==> src/rtl/bnu_pkg.sv <==
package bnu_pkg;
  localparam int FLAG_S = 7;
  localparam int FLAG_Z = 6;
  localparam int FLAG_5 = 5;
  localparam int FLAG_H = 4;
  localparam int FLAG_3 = 3;
  localparam int FLAG_P = 2;
  localparam int FLAG_N = 1;
  localparam int FLAG_C = 0;

  localparam logic [2:0] MEM_SEL = 3'b110;
  localparam logic [7:0] OPC_ROT_R = 8'h67;
  localparam logic [7:0] OPC_ROT_L = 8'h6F;

  typedef struct packed {
    logic       doTest;
    logic       doClear;
    logic       doSet;
    logic       doRotR;
    logic       doRotL;
    logic       memForm;
    logic [2:0] bitIdx;
  } ctrlStrobes_t;
endpackage

==> src/rtl/bnu_ctrl.sv <==
module bnu_ctrl
  import bnu_pkg::*;
(
  input  logic         prefixExt,
  input  logic [7:0]   opcode,
  output ctrlStrobes_t strobes
);
  always_comb begin
    strobes         = '0;
    strobes.bitIdx  = opcode[5:3];
    strobes.memForm = (opcode[2:0] == MEM_SEL);
    if (!prefixExt) begin
      unique case (opcode[7:6])
        2'b01:   strobes.doTest  = 1'b1;
        2'b10:   strobes.doClear = 1'b1;
        2'b11:   strobes.doSet   = 1'b1;
        default: ;
      endcase
    end else begin
      strobes.doRotR = (opcode == OPC_ROT_R);
      strobes.doRotL = (opcode == OPC_ROT_L);
    end
  end

  // at most one operation strobe per decoded opcode
  always_comb begin
    assert_single_op_R3: assert ($onehot0({strobes.doTest, strobes.doClear, strobes.doSet,
                                           strobes.doRotR, strobes.doRotL}));
  end
endmodule

==> src/rtl/bnu_datapath.sv <==
module bnu_datapath
  import bnu_pkg::*;
#(
  parameter int DATA_W = 8,
  parameter int ADDR_W = 16,
  parameter int TAP_HI = 13,
  parameter int TAP_LO = 11
) (
  input  ctrlStrobes_t       strobes,
  input  logic [DATA_W-1:0]  operand,
  input  logic [DATA_W-1:0]  accIn,
  input  logic [7:0]         flagsIn,
  input  logic [ADDR_W-1:0]  addrTemp,
  output logic [DATA_W-1:0]  resultNext,
  output logic [DATA_W-1:0]  accNext,
  output logic [7:0]         flagsNext,
  output logic               writeNext
);
  localparam int NIB = DATA_W / 2;

  logic [DATA_W-1:0] laneMask;
  logic [DATA_W-1:0] testedVal;
  logic [DATA_W-1:0] clearedVal;
  logic [DATA_W-1:0] setVal;
  logic [DATA_W-1:0] rotMem;
  logic [DATA_W-1:0] rotAcc;
  logic [7:0]        testFlags;
  logic [7:0]        rotFlags;
  logic              x5Src;
  logic              x3Src;

  for (genvar i = 0; i < DATA_W; i++) begin : g_lane
    assign laneMask[i]   = (int'(strobes.bitIdx) == i);
    assign testedVal[i]  = operand[i] & laneMask[i];
    assign clearedVal[i] = operand[i] & ~laneMask[i];
    assign setVal[i]     = operand[i] | laneMask[i];
  end

  assign x5Src = strobes.memForm ? addrTemp[TAP_HI] : testedVal[FLAG_5];
  assign x3Src = strobes.memForm ? addrTemp[TAP_LO] : testedVal[FLAG_3];

  always_comb begin
    testFlags         = flagsIn;
    testFlags[FLAG_S] = testedVal[DATA_W-1];
    testFlags[FLAG_Z] = (testedVal == '0);
    testFlags[FLAG_5] = x5Src;
    testFlags[FLAG_H] = 1'b1;
    testFlags[FLAG_3] = x3Src;
    testFlags[FLAG_P] = ~^testedVal;
    testFlags[FLAG_N] = 1'b0;
  end

  always_comb begin
    if (strobes.doRotR) begin
      rotMem = {accIn[NIB-1:0], operand[DATA_W-1:NIB]};
      rotAcc = {accIn[DATA_W-1:NIB], operand[NIB-1:0]};
    end else begin
      rotMem = {operand[NIB-1:0], accIn[NIB-1:0]};
      rotAcc = {accIn[DATA_W-1:NIB], operand[DATA_W-1:NIB]};
    end
  end

  always_comb begin
    rotFlags         = flagsIn;
    rotFlags[FLAG_S] = rotAcc[DATA_W-1];
    rotFlags[FLAG_Z] = (rotAcc == '0);
    rotFlags[FLAG_5] = rotAcc[5];
    rotFlags[FLAG_H] = 1'b0;
    rotFlags[FLAG_3] = rotAcc[3];
    rotFlags[FLAG_P] = ~^rotAcc;
    rotFlags[FLAG_N] = 1'b0;
  end

  always_comb begin
    resultNext = operand;
    accNext    = accIn;
    flagsNext  = flagsIn;
    writeNext  = 1'b0;
    if (strobes.doTest) begin
      flagsNext = testFlags;
    end else if (strobes.doClear) begin
      resultNext = clearedVal;
      writeNext  = 1'b1;
    end else if (strobes.doSet) begin
      resultNext = setVal;
      writeNext  = 1'b1;
    end else if (strobes.doRotR || strobes.doRotL) begin
      resultNext = rotMem;
      accNext    = rotAcc;
      flagsNext  = rotFlags;
      writeNext  = 1'b1;
    end
  end
endmodule

==> src/rtl/bit_nibble_unit.sv <==
module bit_nibble_unit
  import bnu_pkg::*;
#(
  parameter int DATA_W = 8,
  parameter int ADDR_W = 16,
  parameter int TAP_HI = 13,
  parameter int TAP_LO = 11
) (
  input  logic              clk,
  input  logic              rstN,
  input  logic              inValid,
  input  logic              prefixExt,
  input  logic [7:0]        opcode,
  input  logic [DATA_W-1:0] operand,
  input  logic [DATA_W-1:0] accIn,
  input  logic [7:0]        flagsIn,
  input  logic [ADDR_W-1:0] addrTemp,
  output logic              outValid,
  output logic [DATA_W-1:0] result,
  output logic [DATA_W-1:0] accOut,
  output logic [7:0]        flagsOut,
  output logic              writeEn
);
  ctrlStrobes_t      strobes;
  logic [DATA_W-1:0] resultNext;
  logic [DATA_W-1:0] accNext;
  logic [7:0]        flagsNext;
  logic              writeNext;

  bnu_ctrl u_ctrl (
    .prefixExt (prefixExt),
    .opcode    (opcode),
    .strobes   (strobes)
  );

  bnu_datapath #(
    .DATA_W (DATA_W),
    .ADDR_W (ADDR_W),
    .TAP_HI (TAP_HI),
    .TAP_LO (TAP_LO)
  ) u_datapath (
    .strobes    (strobes),
    .operand    (operand),
    .accIn      (accIn),
    .flagsIn    (flagsIn),
    .addrTemp   (addrTemp),
    .resultNext (resultNext),
    .accNext    (accNext),
    .flagsNext  (flagsNext),
    .writeNext  (writeNext)
  );

  always_ff @(posedge clk) begin
    if (!rstN) begin
      outValid <= 1'b0;
      result   <= '0;
      accOut   <= '0;
      flagsOut <= '0;
      writeEn  <= 1'b0;
    end else begin
      outValid <= inValid;
      if (inValid) begin
        result   <= resultNext;
        accOut   <= accNext;
        flagsOut <= flagsNext;
        writeEn  <= writeNext;
      end
    end
  end

  // idle cycle drops valid and holds data
  assert_idle_hold_R2: assert property (@(posedge clk) disable iff (!rstN)
    !inValid |=> (!outValid && $stable(result) && $stable(accOut) && $stable(flagsOut)));

  // a test never writes back and keeps carry, H set, N clear
  assert_test_flags_R4: assert property (@(posedge clk) disable iff (!rstN)
    (inValid && !prefixExt && opcode[7:6] == 2'b01) |=>
      (!writeEn && flagsOut[FLAG_H] && !flagsOut[FLAG_N] &&
       flagsOut[FLAG_C] == $past(flagsIn[FLAG_C]) && result == $past(operand)));

  // clear/set write back and leave flags alone
  assert_modify_flags_R7: assert property (@(posedge clk) disable iff (!rstN)
    (inValid && !prefixExt && opcode[7]) |=>
      (writeEn && flagsOut == $past(flagsIn) && accOut == $past(accIn)));

  // rotates keep the high accumulator nibble and carry, clear H and N
  assert_rotate_flags_R10: assert property (@(posedge clk) disable iff (!rstN)
    (inValid && prefixExt && (opcode == OPC_ROT_R || opcode == OPC_ROT_L)) |=>
      (writeEn && !flagsOut[FLAG_H] && !flagsOut[FLAG_N] &&
       flagsOut[FLAG_C] == $past(flagsIn[FLAG_C]) &&
       accOut[DATA_W-1:DATA_W/2] == $past(accIn[DATA_W-1:DATA_W/2])));

  // unhandled extended opcodes pass everything through
  assert_passthrough_R11: assert property (@(posedge clk) disable iff (!rstN)
    (inValid && prefixExt && opcode != OPC_ROT_R && opcode != OPC_ROT_L) |=>
      (!writeEn && flagsOut == $past(flagsIn) && accOut == $past(accIn)));
endmodule

==> config.mk <==
export PLATFORM = sky130hd
export DESIGN_NAME = bit_nibble_unit
export DESIGN_NICKNAME = d
export VERILOG_FILES = /design/src/rtl/bnu_pkg.sv /design/src/rtl/bnu_ctrl.sv /design/src/rtl/bnu_datapath.sv /design/src/rtl/bit_nibble_unit.sv
export SDC_FILE = /design/constraint.sdc
export NUM_CORES = 1
export LEC_CHECK = 0
export ABC_CLOCK_PERIOD_IN_PS = 3200
export BUFFER_PORTS_ARGS = -buffer_cell sky130_fd_sc_hd__buf_2
export CAP_MARGIN = 30
export CORE_ASPECT_RATIO = 1.25
export CORE_UTILIZATION = 24
export CTS_CLUSTER_SIZE = 28
export DETAILED_ROUTE_END_ITERATION = 10
export GPL_TIMING_DRIVEN = 0
export HOLD_SLACK_MARGIN = 0.08
export SYNTH_ARGS = -nofsm -noshare
export SYNTH_HDL_FRONTEND = slang
export SYNTH_SLANG_ARGS = --single-unit
==> constraint.sdc <==
create_clock -name clk -period 3.2 [get_ports clk]
set_input_delay 0.64 -clock clk [delete_from_list [all_inputs] [get_ports clk]]
set_output_delay 0.64 -clock clk [all_outputs]
set_load 0.005 [all_outputs]
==> impl_metrics.env <==
export IMPL_ys_seq_elements=26
export IMPL_postCtsResizedCells=0
export IMPL_dp_hpwl_um=5147
export IMPL_setup_ws_ns=0.6457
export IMPL_coreArea_sq_mm=0.007928
export IMPL_finalInstanceArea_sq_mm=0.002492
export IMPL_worst_path_max_fanout=7
export IMPL_fin_nets=359
export IMPL_synth_top_family_by_area="simple AND/OR/NAND/NOR gates"
export IMPL_cpLargestDelayFamily="simple AND/OR/NAND/NOR gates"
export IMPL_drive_above_1_share_pct=28.52
export IMPL_cts_setup_buffers=0
export IMPL_finalSetupTns_ns=0
export IMPL_start_kind="input port"
export IMPL_cellPowerDensity_mw_per_mm2=348.8
export IMPL_antenna_cells=0
export IMPL_overflow=0
export IMPL_final_cell_mix="66 x buf_2, 26 x dfxtp_1, 24 x nand2_1"
export IMPL_synth_edf_count=0
export IMPL_cts_max_path_buffers=2
export IMPL_synthesis_nets=294
export IMPL_cap_violations=0
export IMPL_start_util_pct=25.25
export IMPL_fp_dieH_um=104.1
export IMPL_outcome="finished clean"
export IMPL_cpMaxStageDelayCell="and2b_1"
export IMPL_synth_cells=234
export IMPL_gp_congestion=0.8917
export IMPL_syn_area_sq_mm=0.002002
export IMPL_synth_xor_area_share_pct=3.063
export IMPL_worstPathBufferInverterCount=1
export IMPL_cts_hold_buf=0
export IMPL_place_area_sq_mm=0.002421
export IMPL_cts_sinks=26
export IMPL_drc=0
export IMPL_synth_compound_area_share_pct=24.50
export IMPL_leakage_nw=1.145
export IMPL_grt_pass1_vias=2164
export IMPL_cp_slowest_stage_delay_ns=0.36
export IMPL_skew_ns=0
export IMPL_routed_wl_um=6624
export IMPL_timing_fmax_mhz=391.5
export IMPL_hp_class="reg -> reg"
export IMPL_yosys_warnings=0
export IMPL_io_buffers=60
export IMPL_timing_final_crit_period_ns=2.554
export IMPL_arrival_ns=2.75
export IMPL_syn_to_final_growth_pct=24.50
export IMPL_syn_avg_cell_area_sq_um=8.555
export IMPL_async_flop_share_pct=0
export IMPL_antenna_found_initial=0
export IMPL_cts_root_buf="clkbuf_8"
export IMPL_row_count=36
export IMPL_synth_seq_area_share_pct=26.00
export IMPL_clk_latency_ns=0.28
export IMPL_worst_pin_slew_ns=0.6102
export IMPL_grt_total_usage_pct=15.20
export IMPL_rsz0062_at_grt="false"
export IMPL_grt_pass1_wl_um=10830
export IMPL_final_common_cell="buf_2"
export IMPL_slew_violations=0
export IMPL_clk_pin_slew_ns=0.10
export IMPL_setup_viol=0
export IMPL_via_per_inst=5.326
export IMPL_ir_worst_vdd_mv=0.1859
export IMPL_fillers=868
export IMPL_cts_made_buffers=3
export IMPL_power_total_uw=869.5
export IMPL_routed_wire_length_per_instance_um=16.85
export IMPL_worst_ep_required_time_ns=3.39
export IMPL_first_pass_iters=4
export IMPL_timing_final_crit_share_pct=79.82
export IMPL_place_ws_ns=0.3757
export IMPL_crit_type="in -> reg"
export IMPL_muxShareOfSynthArea_pct=10.56
export IMPL_cts_tree="built"
export IMPL_synth_simple_gate_area_share_pct=25.25
export IMPL_first_iter_violations=74
export IMPL_place_inst=389
export IMPL_htree_levels=1
export IMPL_yosysUniqueCellTypes=46
export IMPL_die_x_um=83.69
export IMPL_instances_no_fill=393
export IMPL_slew_limit_headroom_pct=59.32
export IMPL_synth_fa_ha_area_share_pct=5.000
export IMPL_ant_nets=0
export IMPL_grt_max_degree=16
export IMPL_finalHoldViolCount=0
export IMPL_ys_flop_type="dfxtp_1"
export IMPL_endpoint_kind="flop"
export IMPL_vias=2093
export IMPL_ioPinCount=78
export IMPL_die_area_sq_mm=0.008713
export IMPL_cp_cell_sequence="buf_2 -> and2b_1 -> nand3b_4 -> nor2_4 -> mux2i_1 -> ha_1 -> xnor2_1 -> xnor2_1 -> mux2i_1 -> a311oi_1"
[registers in the layout, indices dropped and copies added (netlist names)]
name / cells
accOut: 8
flagsOut: 8
writeEn: 1
result: 8
outValid: 1
[routing by layer]
layer,part of all wire (%),track usage [%],vias up
met1,44,18.50,1001
li1,-,-,1010
met3,4.2,1.587,16
met4,2.5,7.022,0
met2,50,26.60,66
met5,0,0,-
[kinds of logic after synthesis]
| group | Yosys count |
|---|---|
| simple gates | 77 |
| compound gates | 72 |
| flops | 26 |
| buf+inv | 23 |
| mux | 21 |
| fa+ha+maj | 8 |
| xor+xnor | 7 |
[final timing paths]
path / from / to / depth (start not counted) / slack [ns]
worst max register to register: result[4]$_SDFFE_PN0P_ / result[4]$_SDFFE_PN0P_ / 2 / 2.37
worst min register to register: accOut[2]$_SDFFE_PN0P_ / accOut[2]$_SDFFE_PN0P_ / 2 / 0.47
worst min-delay path: accOut[2]$_SDFFE_PN0P_ / accOut[2]$_SDFFE_PN0P_ / 2 / 0.47
worst max-delay path: opcode[4] / flagsOut[2]$_SDFFE_PN0P_ / 10 / 0.65
[stage by stage]
step	utilization, %	hold slack, ns
after detailed placement	30.54	0.4579
after CTS	31.44	0.4743
after global routing	31.44	0.4995
final	31.44	0.4735
after global placement	30.54	0.4501
after floorplan	-	0.4575
[power by group]
part | switching [mW] | total, mW | internal, mW | leakage, nW
logic | 0.123 | 0.226 | 0.103 | 0.895
registers | 0.0111 | 0.356 | 0.345 | 0.215
clock network | 0.119 | 0.287 | 0.168 | 0.0357
[worst register-to-register path, delay by kind of cell (launching register included)]
family,cells,cell delay [ns]
AOI/OAI and AO/OA,2,0.39
DFF,1,0.34
[final cells by class]
class                           instances  area [sq um]  area share, %
Clock buffer                            3         41.29          1.657
Multi-Input combinational cell        185          1369          54.92
Tap cell                               95         118.9          4.769
Timing Repair Buffer                   60         300.3          12.05
Sequential cell                        26         520.5          20.88
Buffer                                 14         78.83          3.163
Clock inverter                          1         30.03          1.205
Inverter                                9         33.78          1.355
[cells in the mapped netlist, types with 2 or more instances]
cell type / count / share of area (%)
nor3b_2: 2 / 1.2
o211ai_1: 7 / 2.6
nor3b_1: 2 / 0.75
dfxtp_1: 26 / 26
buf_2: 6 / 1.5
o21ai_0: 17 / 4.2
a21boi_0: 4 / 1.5
nand4b_1: 2 / 0.88
nand3b_1: 3 / 1.1
ha_1: 8 / 5.0
mux2i_1: 20 / 10
a32o_1: 15 / 7.5
buf_6: 2 / 1.1
nor2b_1: 2 / 0.62
nor3_1: 5 / 1.2
nand2b_1: 2 / 0.62
nor2_1: 11 / 2.1
xnor2_1: 7 / 3.1
clkbuf_1: 4 / 0.75
a22o_1: 2 / 0.88
nand2_1: 24 / 4.5
inv_1: 9 / 1.7
nand4_1: 4 / 1.2
a21oi_1: 20 / 5.0
and3b_1: 3 / 1.3
a311oi_1: 2 / 0.88
and4b_1: 3 / 1.5
nand4b_4: 2 / 2.4
nand3_1: 3 / 0.75
Note: power is estimated with default switching activity, not from simulation.
